$ cat src/rtl/fc_pkg.sv
package fc_pkg;
  localparam logic [1:0] SEL_THR = 2'd0;
  localparam logic [1:0] SEL_EXP = 2'd1;
  localparam logic [1:0] SEL_CLR = 2'd2;

  typedef struct packed {
    logic cntInc;
    logic syncChk;
    logic wrThr;
    logic wrExp;
    logic clrFlags;
  } fc_strobe_t;
endpackage

$ cat src/rtl/fc_ctrl.sv
module fc_ctrl
  import fc_pkg::*;
#(
  parameter int NUM_DOWN = 4
) (
  input  logic                trigIn,
  input  logic                syncReqIn,
  input  logic                cfgWrEn,
  input  logic [1:0]          cfgSel,
  input  logic                localBusyIn,
  input  logic [NUM_DOWN-1:0] downBusyIn,
  input  logic                afFlag,
  output fc_strobe_t          stb,
  output logic                busyOut
);
  logic downAny;

  always_comb begin
    downAny = 1'b0;
    for (int i = 0; i < NUM_DOWN; i++) downAny = downAny | downBusyIn[i];
  end

  always_comb begin
    stb          = '0;
    stb.cntInc   = trigIn;
    stb.syncChk  = syncReqIn;
    stb.wrThr    = cfgWrEn && (cfgSel == SEL_THR);
    stb.wrExp    = cfgWrEn && (cfgSel == SEL_EXP);
    stb.clrFlags = cfgWrEn && (cfgSel == SEL_CLR);
  end

  assign busyOut = localBusyIn | downAny | afFlag;
endmodule

$ cat src/rtl/fc_datapath.sv
module fc_datapath
  import fc_pkg::*;
#(
  parameter int EVT_W   = 24,
  parameter int CMP_W   = 16,
  parameter int LVL_W   = 6,
  parameter int DEF_THR = 48
) (
  input  logic             clk,
  input  logic             rstN,
  input  fc_strobe_t       stb,
  input  logic [CMP_W-1:0] wrData,
  input  logic [LVL_W-1:0] fifoLevel,
  output logic             afFlag,
  output logic [EVT_W-1:0] eventNum,
  output logic             syncFail,
  output logic             halt
);
  localparam logic [LVL_W-1:0] THR_RST = LVL_W'(DEF_THR);

  logic [LVL_W-1:0] thrQ;
  logic [CMP_W-1:0] expQ;
  logic [EVT_W-1:0] evtQ;
  logic             failQ, haltQ;
  logic             mismatch;

  assign mismatch = stb.syncChk && (evtQ[CMP_W-1:0] != expQ);
  assign afFlag   = (fifoLevel >= thrQ);
  assign eventNum = evtQ;
  assign syncFail = failQ;
  assign halt     = haltQ;

  always_ff @(posedge clk) begin
    if (!rstN) begin
      thrQ <= THR_RST;
      expQ <= '0;
    end else begin
      if (stb.wrThr) thrQ <= wrData[LVL_W-1:0];
      if (stb.wrExp) expQ <= wrData;
    end
  end

  always_ff @(posedge clk) begin
    if (!rstN)           evtQ <= '0;
    else if (stb.cntInc) evtQ <= evtQ + 1'b1;
  end

  always_ff @(posedge clk) begin
    if (!rstN) begin
      failQ <= 1'b0;
      haltQ <= 1'b0;
    end else if (mismatch) begin
      failQ <= 1'b1;
      haltQ <= 1'b1;
    end else if (stb.clrFlags) begin
      failQ <= 1'b0;
      haltQ <= 1'b0;
    end
  end

  AST_CNT_STEP: assert property (@(posedge clk) disable iff (!rstN)
    stb.cntInc |=> eventNum == $past(eventNum) + 1'b1);
  AST_CNT_HOLD: assert property (@(posedge clk) disable iff (!rstN)
    !stb.cntInc |=> $stable(eventNum));
  AST_FAIL_SET: assert property (@(posedge clk) disable iff (!rstN)
    (stb.syncChk && eventNum[CMP_W-1:0] != expQ) |=> (syncFail && halt));
  AST_MATCH_KEEP: assert property (@(posedge clk) disable iff (!rstN)
    (stb.syncChk && eventNum[CMP_W-1:0] == expQ && !stb.clrFlags) |=> $stable(syncFail));
  AST_STICKY: assert property (@(posedge clk) disable iff (!rstN)
    (syncFail && !stb.clrFlags) |=> syncFail);
  AST_HALT_PAIR: assert property (@(posedge clk) disable iff (!rstN)
    syncFail == halt);
endmodule

$ cat src/rtl/daq_flow_ctrl.sv
module daq_flow_ctrl
  import fc_pkg::*;
#(
  parameter int NUM_DOWN = 4,
  parameter int EVT_W    = 24,
  parameter int CMP_W    = 16,
  parameter int LVL_W    = 6,
  parameter int DEF_THR  = 48
) (
  input  logic                clk,
  input  logic                rstN,
  input  logic                trigIn,
  input  logic                syncReqIn,
  input  logic                localBusyIn,
  input  logic [NUM_DOWN-1:0] downBusyIn,
  input  logic [LVL_W-1:0]    fifoLevelIn,
  input  logic                cfgWrEn,
  input  logic [1:0]          cfgSel,
  input  logic [CMP_W-1:0]    cfgWrData,
  output logic                busyOut,
  output logic                haltOut,
  output logic                syncFailOut,
  output logic [EVT_W-1:0]    eventNumOut
);
  fc_strobe_t stb;
  logic       afFlag;

  fc_ctrl #(.NUM_DOWN(NUM_DOWN)) u_ctrl (
    .trigIn(trigIn), .syncReqIn(syncReqIn), .cfgWrEn(cfgWrEn), .cfgSel(cfgSel),
    .localBusyIn(localBusyIn), .downBusyIn(downBusyIn), .afFlag(afFlag),
    .stb(stb), .busyOut(busyOut)
  );

  fc_datapath #(.EVT_W(EVT_W), .CMP_W(CMP_W), .LVL_W(LVL_W), .DEF_THR(DEF_THR)) u_dp (
    .clk(clk), .rstN(rstN), .stb(stb), .wrData(cfgWrData), .fifoLevel(fifoLevelIn),
    .afFlag(afFlag), .eventNum(eventNumOut), .syncFail(syncFailOut), .halt(haltOut)
  );

  AST_AF_BUSY: assert property (@(posedge clk) disable iff (!rstN)
    afFlag |-> busyOut);
  AST_SRC_BUSY: assert property (@(posedge clk) disable iff (!rstN)
    (localBusyIn || (|downBusyIn)) |-> busyOut);
  AST_IDLE: assert property (@(posedge clk) disable iff (!rstN)
    (!localBusyIn && !(|downBusyIn) && !afFlag) |-> !busyOut);
endmodule

$ cat config.mk
export PLATFORM = sky130hd
export DESIGN_NAME = daq_flow_ctrl
export DESIGN_NICKNAME = d
export VERILOG_FILES = /design/src/rtl/fc_pkg.sv /design/src/rtl/fc_ctrl.sv /design/src/rtl/fc_datapath.sv /design/src/rtl/daq_flow_ctrl.sv
export SDC_FILE = /design/constraint.sdc
export NUM_CORES = 1
export LEC_CHECK = 0
export ABC_AREA = 1
export BUFFER_PORTS_ARGS = -buffer_cell sky130_fd_sc_hd__buf_2
export CORE_ASPECT_RATIO = 0.8
export CORE_MARGIN = 5
export CORE_UTILIZATION = 53
export CTS_CLUSTER_DIAMETER = 40
export CTS_CLUSTER_SIZE = 16
export DETAILED_ROUTE_END_ITERATION = 6
export PLACE_DENSITY_LB_ADDON = 0.08
export SETUP_SLACK_MARGIN = 0.2
export SYNTH_ARGS = -nofsm -noshare
export SYNTH_HDL_FRONTEND = slang
export SYNTH_SLANG_ARGS = --single-unit
$ cat constraint.sdc
create_clock -name clk -period 1.7 [get_ports clk]
set_input_delay 0.17 -clock clk [delete_from_list [all_inputs] [get_ports clk]]
set_output_delay 0.17 -clock clk [all_outputs]
set_load 0.05 [all_outputs]
==> metrics.md <==
| Metric | Value |
|---|---|
| Gpl congestion | 0.8586 |
| Ports | 61 |
| Setup TNS | 0 ns |
| Number of buffers inserted by port buffering | 60 |
| Hold path startpoint | cfgWrData[7] |
| Yosys cell types | 31 |
| Worst slew pin tran | 0.4386 ns |
| Post-synthesis net count | 408 |
| PwrDens | 693.1 mW/mm^2 |
| Post-DRT Antenna Nets | 0 |
| Start-to-end type of the worst setup path | flip-flop to primary output |
| Nets | 476 |
| Fin crit period | 1.672 ns |
| Routed via count | 2454 |
| Clock sink count | 47 |
| Most common cell after layout, fill and taps aside | nand2_1 |
| Post-Synth Adder-Cell Area | 3.586% |
| Worst path max stage delay | 0.32 ns |
| Largest fanout on the critical path | 2 |
| Initial DRC Count | 142 |
| Reg2reg path depth | 10 |
| Layout cell share with drive strength beyond 1 | 28.21% |
| Status | completed |
| Hold Crit Class | input port to flip-flop |
| CP startpoint | u_dp.thrQ[4] |
| DR DRC count | 0 |
| Most common cell on crit path | inv_1 |
| Grt met2 use | 29.17% |
| Area grow syn2layout | 24.49% |
| Placed cell areas | 0.002844 mm^2 |
| Worst R2R Setup Slack | 0.32 ns |
| Synth Area in Simple Gates | 30.94% |
| Syn avg cell area | 6.655 um^2 |
| Seq cells post-synth | 47 |
| Largest net degree at the start of global routing | 26 |
| Largest area contributor in the netlist | dfxtp_1 |
| Vias in the first global route | 2150 |
| Avg WL per Cell | 11.97 um |
| Critical path arrival | 1.50 ns |
| H-Tree Level Count | 2 |
| Hold Crit Depth | 3 |
| Clk_lat worst skew | 0.31 ns |
| CP max stage cell | dfxtp_1 |
| Post-synth top area share | 38.52% |
| Routed Wire Length | 5936 um |
| Number of antenna violations at the first check in global routing | 0 |
| Gr busiest metal | met1 |
| Initial Util | 54.10% |
| Synth area leaders | dfxtp_1, nand2_1, inv_1, a21oi_1, nor2_1 |
| Main combinational cell family by area after synthesis | simple AND/OR/NAND/NOR gates |
| # diodes | 0 |
| Compound-Gate Fraction of Synth Area | 16.55% |
| Post-Synth XOR/XNOR Area | 0% |
| Mapped Cells | 367 |
| Critical-path cell list | inv_1, ha_1, nand2_2, inv_1, a31oi_1, nand3_2, buf_8 |
| Worst flop-to-flop path endpoint | u_dp.eventNum[16] |
| Final Hold Viols | 0 |
| Rows | 22 |
| CTS Root Cell | clkbuf_8 |
| Clock-pin slew on the worst setup and hold paths | 0.08 ns |
| WP data required | 1.53 ns |
| Detail Placement HPWL | 4551 um |
| Peak supply drop | 0.0004943 V |
| Seq/Total Area, Yosys | 38.52% |
| CTS max path bufs | 2 |
| Synthesized area | 0.002442 mm^2 |
| Total gr overflow | 0 |
| Yosys Warn Count | 0 |
| Global Route Usage Sum | 20.07% |
| Routing usage on met1 | 29.63% |
| Setup crit end kind | primary output |
| Core Footprint | 0.004514 mm^2 |
| First-pass GRT wire length | 9867 um |
| Num CTS Buffers | 5 |
| P_leak | 0.001456 uW |
| Tcrit/Tclk final | 98.36% |
| Hold Crit Endpoint | u_dp.expQ[7] |
| Worst rel slew slack | 70.76% |
| Worst R2R Start | u_dp.eventNum[0] |
| Max-Cap Viols | 0 |
| Setup violators final | 0 |
| Most frequent cells in the layout | nand2_1, buf_2, inv_1 |
| Crit start category | flip-flop |
| Power, Total | 2107 uW |
| Utilization after layout | 67.35% |
| Die height | 70.72 um |
| Final Slew Violations | 0 |
| Final Instance Area | 0.003040 mm^2 |
| Pre-antenna DRT Iters | 4 |
| Unrepaired setup endpoints after global routing | yes |
| Die width | 85.90 um |
| CTS tree | done |
| Setup Skew | 0.008876 ns |
| Max Clock Freq | 598.1 MHz |
| Mux contribution to synthesized area | 0% |
| Die area | 0.006074 mm^2 |
| GR Util met3 | 4.424% |
| DR vias/cell | 4.948 |
==> how the worst max path moves through the flow <==
stage / endpoint
after floorplan: u_dp.eventNum[18]
after global placement: busyOut
after detailed placement: u_dp.eventNum[18]
after CTS: busyOut
after global routing: busyOut
final: busyOut
==> through the flow <==
stage	hold slack, ns	instances	setup WS [ns]
3_3_place_gp	0.4053	483	0.2546
3_5_place_dp	0.4136	483	0.2417
2_1_floorplan	0.3004	367	0.2533
5_1_grt	0.1058	496	-0.07648
6_report	0.09664	496	0.02796
4_1_cts	0.09150	492	0.008533
==> synthesized netlist by cell type, drive strengths merged <==
cell / number
nand3b: 1
nand3: 16
nand4: 6
nor2: 46
o21a: 1
clkbuf: 6
o21bai: 1
a21oi: 37
inv: 57
nor3: 11
clkinv: 1
nand2: 88
a31oi: 3
o211ai: 2
a21o: 1
dfxtp: 47
buf: 2
nor3b: 2
o21ai: 31
ha: 7
a211oi: 1
==> flip-flops by register name, summed over array words and instances, names as in the netlist <==
signal and count:
u_dp.thrQ 6, u_dp.expQ 16, u_dp.halt 1, u_dp.eventNum 24
==> layout make-up <==
cell class	count	area, um^2
Sequential cell	47	973.4
Tap cell	60	75.07
Timing Repair Buffer	69	377.9
Inverter	58	217.7
Multi-Input combinational cell	254	1315
Clock buffer	7	76.32
Clock inverter	1	5.005
Fill cell	420	1474
==> routing by layer <==
layer	up-vias	share of wire, %
met5	-	0
met4	0	1.3
met3	8	6.2
met2	63	41
met1	1066	51
li1	1317	-
==> where the power goes <==
group	switching [uW]	total, uW	internal, uW	leakage [uW]
Sequential	22.1	1150	1130	0.000392
Combinational	174	290	116	0.00102
Clock	373	662	289	0.0000422
Total	569	2110	1540	0.00146
==> logic make-up after synthesis <==
logic type                 count (synthesis)
buffers and inverters                     66
and+or+nand+nor                          170
adders and majority gates                  7
DFF                                       47
AOI/OAI and AO/OA                         77
==> worst max-delay path: cells and delay by family (launching register included) <==
| family | cells | cell delay, ns |
|---|---|---|
| compound gates | 1 | 0.18 |
| simple gates | 2 | 0.17 |
| buf+inv | 3 | 0.26 |
| flops | 1 | 0.32 |
| fa+ha+maj | 1 | 0.28 |
==> timing repair <==
item	CTS	global route
hold buffers	0	0
pin swaps	5	4
resized for setup	9	14
endpoints found under the hold margin	0	0
cloned	0	0
buffers inserted	1	4
setup endpoints to repair	1	10
(Power assumes the default switching activity.)
